===== config.mk =====
export PLATFORM = sky130hd
export DESIGN_NAME = fetch_exec_seq
export DESIGN_NICKNAME = d
export VERILOG_FILES = /design/src/rtl/seq_pkg.sv /design/src/rtl/seq_ctrl.sv /design/src/rtl/seq_datapath.sv /design/src/rtl/fetch_exec_seq.sv
export SDC_FILE = /design/constraint.sdc
export NUM_CORES = 1
export LEC_CHECK = 0
export ABC_AREA = 0
export BUFFER_PORTS_ARGS = -buffer_cell sky130_fd_sc_hd__clkbuf_2
export CAP_MARGIN = 20
export CORE_ASPECT_RATIO = 0.75
export CORE_MARGIN = 2
export CORE_UTILIZATION = 58
export CTS_CLUSTER_SIZE = 14
export DETAILED_ROUTE_END_ITERATION = 8
export PLACE_DENSITY_LB_ADDON = 0.12
export SYNTH_ARGS = -nofsm -noshare
export SYNTH_HDL_FRONTEND = slang
export SYNTH_SLANG_ARGS = --single-unit

===== constraint.sdc =====
create_clock -name clk -period 4.73 [get_ports clk]
set_input_delay 0.473 -clock clk [delete_from_list [all_inputs] [get_ports clk]]
set_output_delay 0.473 -clock clk [all_outputs]
set_load 0.1 [all_outputs]

===== src/rtl/seq_pkg.sv =====
package seq_pkg;

  localparam int OPW = 4;

  localparam logic [OPW-1:0] OP_NOP  = 4'h0;
  localparam logic [OPW-1:0] OP_LDI  = 4'h1;
  localparam logic [OPW-1:0] OP_LDM  = 4'h2;
  localparam logic [OPW-1:0] OP_STM  = 4'h3;
  localparam logic [OPW-1:0] OP_JMP  = 4'h8;
  localparam logic [OPW-1:0] OP_IEN  = 4'h9;
  localparam logic [OPW-1:0] OP_IDIS = 4'hA;
  localparam logic [OPW-1:0] OP_RTI  = 4'hE;
  localparam logic [OPW-1:0] OP_HLT  = 4'hF;

  typedef enum logic [3:0] {
    S_FADDR, S_FINC, S_FMDR, S_FCIR, S_DEC,
    S_OADDR, S_ORD, S_OMDR, S_EXEC, S_SAVE, S_HALT
  } state_t;

  typedef struct packed {
    logic marFromPc;
    logic marFromOpr;
    logic pcInc;
    logic pcJump;
    logic pcIsr;
    logic mdrFromMem;
    logic mdrFromAcc;
    logic cirLoad;
    logic accFromOpr;
    logic accFromMdr;
    logic accFromAlu;
    logic aluSub;
    logic aluUseMdr;
    logic ieSet;
    logic ieClr;
    logic saveRegs;
    logic restoreRegs;
    logic memRe;
    logic memWe;
  } strobe_t;

endpackage


===== src/rtl/seq_ctrl.sv =====
module seq_ctrl
  import seq_pkg::*;
(
  input  logic           clk,
  input  logic           rstN,
  input  logic [OPW-1:0] opcode,
  input  logic           ieBit,
  input  logic           irqReq,
  output strobe_t        ctl,
  output state_t         state,
  output logic           halted,
  output logic           irqAck
);

  state_t nxt;
  logic   isAlu;
  logic   needsRead;
  logic   isStore;

  assign isAlu     = (opcode[OPW-1:OPW-2] == 2'b01);
  assign needsRead = (opcode == OP_LDM) || (isAlu && opcode[0]);
  assign isStore   = (opcode == OP_STM);
  assign halted    = (state == S_HALT);
  assign irqAck    = (state == S_SAVE);

  always_ff @(posedge clk or negedge rstN) begin
    if (!rstN) state <= S_FADDR;
    else       state <= nxt;
  end

  always_comb begin
    nxt           = state;
    ctl           = '0;
    ctl.aluSub    = opcode[1];
    ctl.aluUseMdr = opcode[0];
    unique case (state)
      S_FADDR: begin ctl.marFromPc = 1'b1; nxt = S_FINC; end
      S_FINC:  begin ctl.pcInc = 1'b1; ctl.memRe = 1'b1; nxt = S_FMDR; end
      S_FMDR:  begin ctl.mdrFromMem = 1'b1; nxt = S_FCIR; end
      S_FCIR:  begin ctl.cirLoad = 1'b1; nxt = S_DEC; end
      S_DEC:   nxt = (needsRead || isStore) ? S_OADDR : S_EXEC;
      S_OADDR: begin
        ctl.marFromOpr = 1'b1;
        ctl.mdrFromAcc = isStore;
        nxt = isStore ? S_EXEC : S_ORD;
      end
      S_ORD:   begin ctl.memRe = 1'b1; nxt = S_OMDR; end
      S_OMDR:  begin ctl.mdrFromMem = 1'b1; nxt = S_EXEC; end
      S_EXEC: begin
        case (opcode)
          OP_LDI:  ctl.accFromOpr  = 1'b1;
          OP_LDM:  ctl.accFromMdr  = 1'b1;
          OP_STM:  ctl.memWe       = 1'b1;
          OP_JMP:  ctl.pcJump      = 1'b1;
          OP_IEN:  ctl.ieSet       = 1'b1;
          OP_IDIS: ctl.ieClr       = 1'b1;
          OP_RTI:  ctl.restoreRegs = 1'b1;
          default: ctl.accFromAlu  = isAlu;
        endcase
        if (opcode == OP_HLT)      nxt = S_HALT;
        else if (irqReq && ieBit)  nxt = S_SAVE;
        else                       nxt = S_FADDR;
      end
      S_SAVE: begin
        ctl.saveRegs = 1'b1;
        ctl.pcIsr    = 1'b1;
        ctl.ieClr    = 1'b1;
        nxt = S_FADDR;
      end
      S_HALT:  nxt = S_HALT;
      default: nxt = S_FADDR;
    endcase
  end

endmodule


===== src/rtl/seq_datapath.sv =====
module seq_datapath
  import seq_pkg::*;
#(
  parameter int          DW       = 16,
  parameter int unsigned ISR_ADDR = 32
) (
  input  logic               clk,
  input  logic               rstN,
  input  strobe_t            ctl,
  input  logic [DW-1:0]      memRdata,
  input  logic [DW-1:0]      aluResult,
  input  logic               aluOvf,
  output logic [DW-OPW-1:0]  mar,
  output logic [DW-1:0]      mdr,
  output logic [DW-OPW-1:0]  pc,
  output logic [DW-1:0]      acc,
  output logic [DW-1:0]      cir,
  output logic [3:0]         sr,
  output logic [DW-1:0]      aluB
);

  localparam int AW = DW - OPW;

  logic [AW-1:0] operand;
  logic [DW-1:0] operandExt;
  logic [AW-1:0] shPc;
  logic [DW-1:0] shAcc;
  logic [3:0]    shSr;

  assign operand    = cir[AW-1:0];
  assign operandExt = {{OPW{1'b0}}, operand};
  assign aluB       = ctl.aluUseMdr ? mdr : operandExt;

  always_ff @(posedge clk or negedge rstN) begin
    if (!rstN) begin
      mar   <= '0;
      mdr   <= '0;
      pc    <= '0;
      acc   <= '0;
      cir   <= '0;
      sr    <= '0;
      shPc  <= '0;
      shAcc <= '0;
      shSr  <= '0;
    end else begin
      if (ctl.marFromPc)       mar <= pc;
      else if (ctl.marFromOpr) mar <= operand;

      if (ctl.mdrFromMem)      mdr <= memRdata;
      else if (ctl.mdrFromAcc) mdr <= acc;

      if (ctl.cirLoad) cir <= mdr;

      if (ctl.restoreRegs)  pc <= shPc;
      else if (ctl.pcIsr)   pc <= AW'(ISR_ADDR);
      else if (ctl.pcJump)  pc <= operand;
      else if (ctl.pcInc)   pc <= pc + 1'b1;

      if (ctl.restoreRegs)     acc <= shAcc;
      else if (ctl.accFromOpr) acc <= operandExt;
      else if (ctl.accFromMdr) acc <= mdr;
      else if (ctl.accFromAlu) acc <= aluResult;

      if (ctl.restoreRegs) begin
        sr <= shSr;
      end else begin
        if (ctl.accFromAlu) sr[2:0] <= {aluOvf, aluResult[DW-1], aluResult == '0};
        if (ctl.ieSet)      sr[3]   <= 1'b1;
        else if (ctl.ieClr) sr[3]   <= 1'b0;
      end

      if (ctl.saveRegs) begin
        shPc  <= pc;
        shAcc <= acc;
        shSr  <= sr;
      end
    end
  end

endmodule


===== src/rtl/fetch_exec_seq.sv =====
module fetch_exec_seq
  import seq_pkg::*;
#(
  parameter int          DW       = 16,
  parameter int unsigned ISR_ADDR = 32
) (
  input  logic                 clk,
  input  logic                 rstN,
  output logic [DW-OPW-1:0]    memAddr,
  output logic                 memRe,
  output logic                 memWe,
  output logic [DW-1:0]        memWdata,
  input  logic [DW-1:0]        memRdata,
  output logic                 aluFunc,
  output logic [DW-1:0]        aluA,
  output logic [DW-1:0]        aluB,
  input  logic [DW-1:0]        aluResult,
  input  logic                 aluOvf,
  input  logic                 irqReq,
  output logic                 irqAck,
  output logic [DW-OPW-1:0]    pcOut,
  output logic [DW-1:0]        accOut,
  output logic [DW-1:0]        cirOut,
  output logic [3:0]           statusOut,
  output logic                 halted
);

  localparam int AW = DW - OPW;

  strobe_t       ctl;
  state_t        state;
  logic [AW-1:0] mar;
  logic [DW-1:0] mdr;
  logic [DW-1:0] cir;
  logic [3:0]    sr;

  seq_ctrl uCtrl (
    .clk    (clk),
    .rstN   (rstN),
    .opcode (cir[DW-1:AW]),
    .ieBit  (sr[3]),
    .irqReq (irqReq),
    .ctl    (ctl),
    .state  (state),
    .halted (halted),
    .irqAck (irqAck)
  );

  seq_datapath #(.DW(DW), .ISR_ADDR(ISR_ADDR)) uPath (
    .clk       (clk),
    .rstN      (rstN),
    .ctl       (ctl),
    .memRdata  (memRdata),
    .aluResult (aluResult),
    .aluOvf    (aluOvf),
    .mar       (mar),
    .mdr       (mdr),
    .pc        (pcOut),
    .acc       (accOut),
    .cir       (cir),
    .sr        (sr),
    .aluB      (aluB)
  );

  assign memAddr   = mar;
  assign memWdata  = mdr;
  assign memRe     = ctl.memRe;
  assign memWe     = ctl.memWe;
  assign aluFunc   = ctl.aluSub;
  assign aluA      = accOut;
  assign cirOut    = cir;
  assign statusOut = sr;

endmodule


-- Yosys cells after proc, flatten, opt, wreduce, memory -nomap -nowiden
Index checks and enable logic that the tools add are counted.
- logic and storage cells: 90
- register bits after elaboration: 112
- equal/unequal tests: 19
- mux-type cells: 44
- reduce and logical (&&, ||, !) cells: 15
- add/sub/neg operators: 1
- operators by type and width (operator ; count):
    two-way mux 16 bit ; 7
    two-way mux 12 bit ; 6
    one-hot mux 4 bit (10 select lines) ; 1
    equality test 4 bit, second input constant ; 8
    two-way mux 1 bit ; 22
    two-way mux 4 bit ; 5
    equality test 4 x 2 -> 1 bit, second input constant ; 4
    equality test 4 x 3 -> 1 bit, second input constant ; 4
    logical NOT 16 bit ; 1
    adder 12 x 1 -> 12 bit, second input constant ; 1
    equality test 4 x 1 -> 1 bit, second input constant ; 2
    nonzero test 4 bit ; 2
    OR reduction 7 bit ; 1
    two-way mux 3 bit ; 2
    nonzero test 2 bit ; 3
    logical NOT 4 bit ; 1
    OR reduction 2 bit ; 2
    nonzero test 3 bit ; 1
    equality test 2 x 1 -> 1 bit, second input constant ; 1
    logical AND 1 bit ; 2
    logical OR 1 bit ; 2
    one-hot mux 1 bit (2 select lines) ; 1

-- Depth between registers and ports, before layout
Gate-level depths: netlist of run 1.
- depth in word-level cells: 8
- gate-level depth with buffers: 8

-- Hierarchy
From an unflattened synthesis of run 1, not the netlist that was laid out.
- cell total of the unflattened synthesis: 572
- area total of the unflattened synthesis: 5930.7 µm²
- by module, submodules not included (module ; area an instance (µm²) ; times used ; cells each):
    seq_datapath ; 5303.8 ; 1 ; 487
    seq_ctrl ; 506.7 ; 1 ; 69
    fetch_exec_seq ; 120.1 ; 1 ; 16

-- Worst setup path before layout of run 1
No wires, ideal clock.
- path type: register to output
- from: register uPath.cir[12]
- to: output port aluB[12]
- required time: 4257 ps
- path slack: 1780 ps
- stages on the path, launching flop included: 4
- path buffers: 2
- arrival: 2477 ps
- cells stage by stage: dfrtp_1 clkbuf_1 clkbuf_1 and2_1
- word-level cells in the longest chain between the ends: 1
- ends and longest elaborated chain (item ; line ; RTL):
    from (decl) ; seq_datapath.sv:17 ; output logic [DW-1:0] cir,
    from (signal assigned) ; seq_datapath.sv:52 ; if (ctl.cirLoad) cir <= mdr;
    two-way mux 16 bit ; seq_datapath.sv:32 ; assign aluB = ctl.aluUseMdr ? mdr : operandExt;
    to (decl) ; fetch_exec_seq.sv:16 ; output logic [DW-1:0] aluB,
Every way passes these cells.

-- Final worst setup path of run 1
- from: register uCtrl.state[0]
- to: output port irqAck
- word-level cells in the longest chain between the ends: 1
- ends and longest elaborated chain (item ; line ; RTL):
    from (decl) ; seq_ctrl.sv:10 ; output state_t state,
    from (signal assigned) ; seq_ctrl.sv:28 ; else state <= nxt;
    equality test 4 bit ; seq_ctrl.sv:24 ; assign irqAck = (state == S_SAVE);
    to (decl) ; fetch_exec_seq.sv:20 ; output logic irqAck,
Every way passes these cells.

==> results of run 1 <==
-- stage by stage --
step | instances | hold WS (ns) | util [%] | area (sq um)
CTS | 899 | 0.287 | 68.2 | 6940
global placement | 883 | 0.456 | 65.6 | 6670
global route | 899 | 0.330 | 68.2 | 6940
floorplan | 653 | 0.177 | - | 6000
detailed placement | 883 | 0.463 | 65.6 | 6670
finish | 899 | 0.254 | 68.2 | 6940
-- path summary, 6_finish.rpt --
| check | startpoint | to | slack (ns) | cells past startpoint |
|---|---|---|---|---|
| worst min-delay path | rstN | uPath.cir[3]$_DFFE_PN0P_ | 0.25 | 1 |
| worst min register to register | uPath.shAcc[11]$_DFFE_PN0P_ | uPath.shAcc[11]$_DFFE_PN0P_ | 0.48 | 2 |
| worst max-delay path | uCtrl.state[0]$_DFF_PN0_ | irqAck | 1.77 | 5 |
| max in group asynchronous | rstN | uPath.shSr[2]$_DFFE_PN0P_ | 3.39 | 2 |
| min in group clk | memRdata[14] | uPath.mdr[14]$_DFFE_PN0P_ | 0.34 | 3 |
| worst max register to register | uCtrl.state[0]$_DFF_PN0_ | uPath.pc[10]$_DFFE_PN0P_ | 2.10 | 7 |
-- state kept, by name, indices dropped and copies added (netlist names) --
register,cells
uCtrl.state,4
uPath.acc,16
uPath.cir,16
uPath.mar,12
uPath.mdr,16
uPath.pc,12
uPath.shAcc,16
uPath.shPc,12
uPath.shSr,4
uPath.sr,4
-- critical path, cell delays in order (launching register included) --
cell and delay, ns:
dfrtp_1 0.64, nand2b_1 0.28, or2_2 0.35, buf_4 0.29
inv_2 0.10, clkbuf_2 0.45
-- synthesized netlist by cell type, drive strengths merged (3+ instances only) --
cell     instances
nand2          156
dfrtp          112
a22oi           48
nor2            43
a21oi           42
buf             42
mux2            26
o21ai           26
clkbuf          23
o2bb2ai         15
mux2i           12
and2             8
and3             7
nor3             7
nor4             7
inv              6
nand2b           6
a221o            5
nand3            5
xor2             5
and4             4
nand4            4
nor2b            4
nor3b            4
xnor2            4
a31oi            3
-- area by class of cell --
class / instances / area (sq um) / share of cell area, %
multi-input combinational: 470 / 2850 / 41.1
clock buffer: 13 / 250 / 3.61
clock inverter: 3 / 17.5 / 0.253
timing repair buffer: 159 / 826 / 11.9
inverter: 6 / 22.5 / 0.325
sequential: 112 / 2800 / 40.4
tap: 136 / 170 / 2.45
-- cells by family after synthesis --
| kind of cell | after synthesis |
|---|---|
| buf+inv | 71 |
| compound gates | 154 |
| fa+ha+maj | 1 |
| mux | 38 |
| flops | 112 |
| simple gates | 268 |
| xor+xnor | 9 |
-- metal layers --
| layer | global-route usage [%] | vias to the layer above | wire length [microns] |
|---|---|---|---|
| li1 | - | 2489 | - |
| met3 | 7.28 | 41 | 1730 |
| met2 | 47.4 | 325 | 7740 |
| met4 | 12.1 | 0 | 482 |
| met5 | 0 | - | 0 |
| met1 | 47.5 | 2689 | 7600 |
==> metrics.csv, run 1 <==
metric;value;unit
yosys.area.top_type;dfrtp_1;
postCtsHoldBufs;0;
yosys-top-cells-area;dfrtp_1 (47%), nand2_1 (9.7%), a22oi_1 (6.0%);
overflow;0;
grt_max_degree;72;
post_cts_resize_count;0;
ys.flop_type;dfrtp_1;
die_y;92.1;microns
worstSetupStartpointType;flop;
yosys.area_share.xor_xnor;1.31;%
avgRoutedWirePerCell;19.5;microns
vias;5544;
synth_edf_count;0;
drive_gt1_share;28.7;%
rows;32;
area_delta_synth_final;15.6;%
hold_class;input port to asynchronous set/reset pin;
fin_nets;795;
clk_pin_slew;0.07;ns
finalHoldViolCount;0;
antenna_left;0;
grt_pass1_vias;5177;
ctsRootBufferMaster;clkbuf_16;
timing.fmax;338;MHz
antenna_found_initial;0;
post-place-ws;2.19;ns
period_needed;2.96;ns
cts_tree;yes;
mappedNetlistArea;0.00600;sq mm
fin_setup_tns;0;ns
synth_top_area_share;46.7;%
synth_cells;653;
synth_mux_area_share;6.88;%
layout_common_cells;nand2_1 (155), clkbuf_2 (147), dfrtp_1 (112);
avgSynthCellArea;9.19;sq um
drt_first_pass_iters;5;
fill_cells;876;
chipWidth;121;microns
clk_latency;0.35;ns
maxCapViolCount;0;
core_area;0.0102;sq mm
routed_wl;17500;microns
diodes;0;
setup_slack;1.77;ns
place_hpwl;11900;microns
drc_errors;0;
syn_nets;690;
ctsLongestPathBuffers;2;
clock_sinks;112;
rsz0062_at_grt;no;
groute.usage.overall;32.5;%
via_per_inst;6.17;
async_flop_share;100;%
die-area;0.0112;sq mm
synth_top_family_by_area;simple AND/OR/NAND/NOR gates;
synthAdderAreaFrac;0.209;%
drt_iter0_markers;617;
final_common_cell;nand2_1;
timing.final.crit_share;62.5;%
maxSlewViolCount;0;
endpoint_kind;output port;
yosysSeqAreaShare;46.7;%
ios;149;
synth_cell_type_count;61;
finClkSkew;0.00638;ns
synth-seq-cells;112;
yosys.area_share.simple;21.1;%
path_max_fanout;42;
setup_viol;0;
htreeDepth;3;
run_status;complete, no violations;
synth_warnings;0;
worstPathRequired;4.26;ns
tightest_slew;0.960;ns
arrival;2.48;ns
io_buffers;148;
numCtsBuffers;9;
routabilityCongestion;0.943;
maxSlewHeadroom;36.0;%
synth_compound_area_share;17.5;%
grt_pass1_wl;27800;microns
cts_setup_buffers;0;
start_util;59.0;%
critPathKind;flop to output port;
Power of run 1 is not shown: default switching activity piles up to over one toggle a cycle in this logic, so the estimate is an artifact.
==> run 2: changes to the inputs <==
Settings changed: CORE_UTILIZATION 58 to 49.
Clock period 4.73 ns to 2.54 ns, I/O delays scaled along.
==> run 2 against run 1 <==
Effect of this change: cell area increased by 3.5%; cell count increased by 5.1%; non-clock buffer count increased by 20.
==> metrics.csv, run 2 (same netlist as run 1, synthesis figures left out) <==
metric;value;unit
run_status;complete, no violations;
max_stage_delay;0.54;ns
drt_iter0_markers;539;
via_per_inst;5.79;
startpoint;uCtrl.state[1]$_DFF_PN0_;
place_area;0.00688;sq mm
setup_viol;0;
cts_tree;yes;
worstPathRequired;2.29;ns
rsz0062_at_grt;no;
die-area;0.0132;sq mm
clk_pin_slew;0.07;ns
finalHoldViolCount;0;
core_area;0.0118;sq mm
grt_pass1_wl;29000;microns
clk_latency;0.35;ns
cts_setup_buffers;0;
drive_gt1_share;31.5;%
htreeDepth;3;
die_y;99.8;microns
finClkSkew;0.00816;ns
grt_max_degree;52;
antenna_left;0;
r2r_cells;5;
vias;5474;
cp_slowest_cell;dfrtp_1;
maxSlewViolCount;0;
period_needed;2.46;ns
grt_pass1_vias;5105;
r2r_slack;0.26;ns
groute.usage.overall;28.3;%
timing.fmax;407;MHz
area_delta_synth_final;19.7;%
maxCapViolCount;0;
diodes;0;
ctsLongestPathBuffers;2;
crit_end;irqAck;
path_max_fanout;14;
place_hpwl;13200;microns
chipWidth;132;microns
ctsRootBufferMaster;clkbuf_16;
timing.rr.start;uCtrl.state[2]$_DFF_PN0_;
fill_cells;1071;
arrival;2.20;ns
fin_setup_tns;0;ns
fin_nets;815;
timing.final.crit_share;96.7;%
hold_class;input port to flop;
maxSlewHeadroom;54.8;%
overflow;0;
tightest_slew;0.679;ns
rr_endpoint;uPath.pc[11]$_DFFE_PN0P_;
worstPathCellList;nand2b_1, or2_2, inv_2, buf_12;
numCtsBuffers;9;
finalInstanceArea;0.00718;sq mm
start_util;50.9;%
rows;34;
routabilityCongestion;0.921;
ios;149;
drt_first_pass_iters;5;
routed_wl;18100;microns
endpoint_kind;output port;
layout_common_cells;nand2_1 (155), clkbuf_2 (144), dfrtp_1 (110);
antenna_found_initial;0;
drc_errors;0;
clock_sinks;112;
worstSetupStartpointType;flop;
avgRoutedWirePerCell;19.2;microns
critPathKind;flop to output port;
io_buffers;148;
final_common_cell;nand2_1;
==> run 2: changes by cell type in the layout (fill, tap and decap cells not counted), moves of 2 or more <==
| cell | delta |
|---|---|
| and2_1 | -4 |
| and2_2 | +4 |
| buf_12 | +2 |
| buf_4 | +19 |
| clkbuf_1 | -2 |
| clkbuf_2 | -3 |
| dfrtp_1 | -2 |
| dfrtp_2 | +2 |
==> run 2: metal layers <==
metal	track usage [%]	share of wire (%)
met1	42.6	48
met2	42.0	43
met3	5.20	7.1
met4	8.28	1.9
met5	0	0
==> run 2: what timing repair did <==
| action | in CTS | in global routing |
|---|---|---|
| setup endpoints to repair | 1 | 2 |
| resized for setup | 1 | 4 |
| hold buffers | 1 | 0 |
| endpoints found under the hold margin | 48 | 0 |
==> run 2: worst min path at each step <==
stage	start	to	slack (ns)	cells after the start
after floorplan	rstN	uCtrl.state[0]$_DFF_PN0_	-0.04	0
after global placement	rstN	uPath.cir[4]$_DFFE_PN0P_	0.32	1
after detailed placement	rstN	uPath.mdr[4]$_DFFE_PN0P_	0.33	1
after CTS	memRdata[14]	uPath.mdr[14]$_DFFE_PN0P_	0.11	3
after global routing	memRdata[10]	uPath.mdr[10]$_DFFE_PN0P_	0.12	3
final	memRdata[14]	uPath.mdr[14]$_DFFE_PN0P_	0.12	3
==> run 2: stage by stage <==
stage               util (%)  hold slack (ns)  worst slack [ns]  cells
detailed placement      58.4            0.333             0.253    928
global placement        58.4            0.319             0.338    928
CTS                     60.9            0.108            0.0106    945
floorplan                  -          -0.0416            0.0192    653
finish                  60.9            0.116            0.0847    945
global route            60.9            0.117           0.00248    945
==> run 2: critical path, delay by kind of cell, from the launching register on <==
kind / cells / cell delay, ns
buf+inv: 2 / 0.49
flops: 1 / 0.54
simple gates: 2 / 0.81
==> run 2: final cells by class <==
type,instances,area (sq um),area share (%)
clock inverters,4,28.8,0.401
flip-flops and latches,112,2810,39.1
well taps,162,203,2.82
inverters,6,22.5,0.314
repair buffers,179,1010,14.1
clock buffers,12,256,3.57
multi-input cells,470,2860,39.8
Power of run 2 is left out for the same reason.
==> run 3: changes to the inputs <==
Settings changed: CORE_UTILIZATION 49 to 35.
==> run 3 against run 2 <==
Effect of this change: highest routed layer unchanged; wire length is 5.5% higher; die area is 38% higher; sequential cell count stayed put.
==> metrics.csv, run 3 (same netlist as run 1, synthesis figures left out) <==
metric;value;unit
run_status;complete, no violations;
die_y;117;microns
clock_sinks;112;
grt_pass1_vias;5058;
io_buffers;148;
vias;5378;
period_needed;2.36;ns
core_area;0.0168;sq mm
drive_gt1_share;31.5;%
numCtsBuffers;9;
worstPathRequired;2.29;ns
ctsRootBufferMaster;clkbuf_16;
antenna_left;0;
gr-max-usage-layer;met1;
routabilityCongestion;0.881;
grtUsageMet3;5.47;%
maxSlewViolCount;0;
critPathKind;flop to output port;
path_max_fanout;17;
maxCapViolCount;0;
place_hpwl;13900;microns
start_util;35.8;%
cts_tree;yes;
drt_iter0_markers;423;
routed_wl;19100;microns
layout_common_cells;nand2_1 (155), clkbuf_2 (145), dfrtp_1 (110);
grt_max_degree;41;
fill_cells;1656;
post-place-ws;0.359;ns
arrival;2.11;ns
groute.usage.overall;21.3;%
avgRoutedWirePerCell;19.2;microns
worstSetupStartpointType;flop;
drc_errors;0;
endpoint_kind;output port;
drt_first_pass_iters;5;
via_per_inst;5.39;
tightest_slew;0.809;ns
fin_setup_tns;0;ns
rsz0062_at_grt;no;
timing.final.crit_share;93.0;%
area_delta_synth_final;21.6;%
fin_nets;814;
maxSlewHeadroom;45.6;%
rows;41;
finalHoldViolCount;0;
clk_pin_slew;0.08;ns
htreeDepth;3;
ios;149;
chipWidth;155;microns
grt_pass1_wl;29700;microns
setup_viol;0;
overflow;0;
timing.fmax;423;MHz
clk_latency;0.36;ns
hold_slack;0.100;ns
final_common_cell;nand2_1;
finClkSkew;0.00991;ns
hold_class;input port to flop;
diodes;0;
grtUsageMet2;29.3;%
ctsLongestPathBuffers;2;
met1_usage;32.6;%
antenna_found_initial;0;
setup_slack;0.178;ns
die-area;0.0182;sq mm
-- run 3: cell count changes in the layout (fill, tap and decap cells not counted), sizes merged --
cell and delta:
bufinv +1, clkbuf -1, buf -1
-- run 3: cell type report --
cell class	instances	area (sq um)	share of cell area, %
well taps	215	269	3.69
repair buffers	178	1030	14.1
clock inverters	5	62.6	0.858
multi-input cells	470	2850	39.1
inverters	6	23.8	0.326
clock buffers	11	253	3.47
flip-flops and latches	112	2810	38.5
-- run 3: per-layer routing --
| layer | up-vias | routed length, microns | share of wire, % |
|---|---|---|---|
| li1 | 2533 | - | - |
| met1 | 2613 | 9370 | 49 |
| met2 | 213 | 7970 | 42 |
| met3 | 19 | 1390 | 7.3 |
| met4 | 0 | 388 | 2.0 |
| met5 | - | 0 | 0 |
-- run 3: through the flow --
stage	utilization, %	instances	cell area (sq um)
global route	43.5	997	7290
finish	43.5	997	7290
global placement	41.5	980	6960
floorplan	-	653	6000
CTS	43.5	997	7290
detailed placement	41.5	980	6960
-- run 3: worst paths after layout --
check,cells after the start,from,endpoint,slack (ns)
setup / recovery,4,uCtrl.state[1]$_DFF_PN0_,irqAck,0.18
hold / removal,3,memRdata[11],uPath.mdr[11]$_DFFE_PN0P_,0.10
setup reg to reg,6,uCtrl.state[1]$_DFF_PN0_,uPath.pc[3]$_DFFE_PN0P_,0.37
hold reg to reg,2,uPath.shPc[5]$_DFFE_PN0P_,uPath.shPc[5]$_DFFE_PN0P_,0.47
max in group asynchronous,3,rstN,uPath.shPc[9]$_DFFE_PN0P_,1.46
min in group asynchronous,2,rstN,uPath.cir[4]$_DFFE_PN0P_,0.38
-- run 3: what timing repair did --
action / 4_1_cts / 5_1_grt
gates resized for setup: 1 / 2
gates cloned: 0 / 0
buffers inserted: 0 / 0
endpoints found under the hold margin: 29 / 0
setup endpoints to repair: 1 / 3
hold buffers: 1 / 0
pin swaps: 0 / 0
-- run 3: critical path, stage by stage, from the launching register on --
cell      delay (ns)
dfrtp_2         0.51
nand2b_1        0.28
or2_2           0.44
clkinv_2        0.28
buf_12          0.22
Power of run 3 is left out for the same reason.
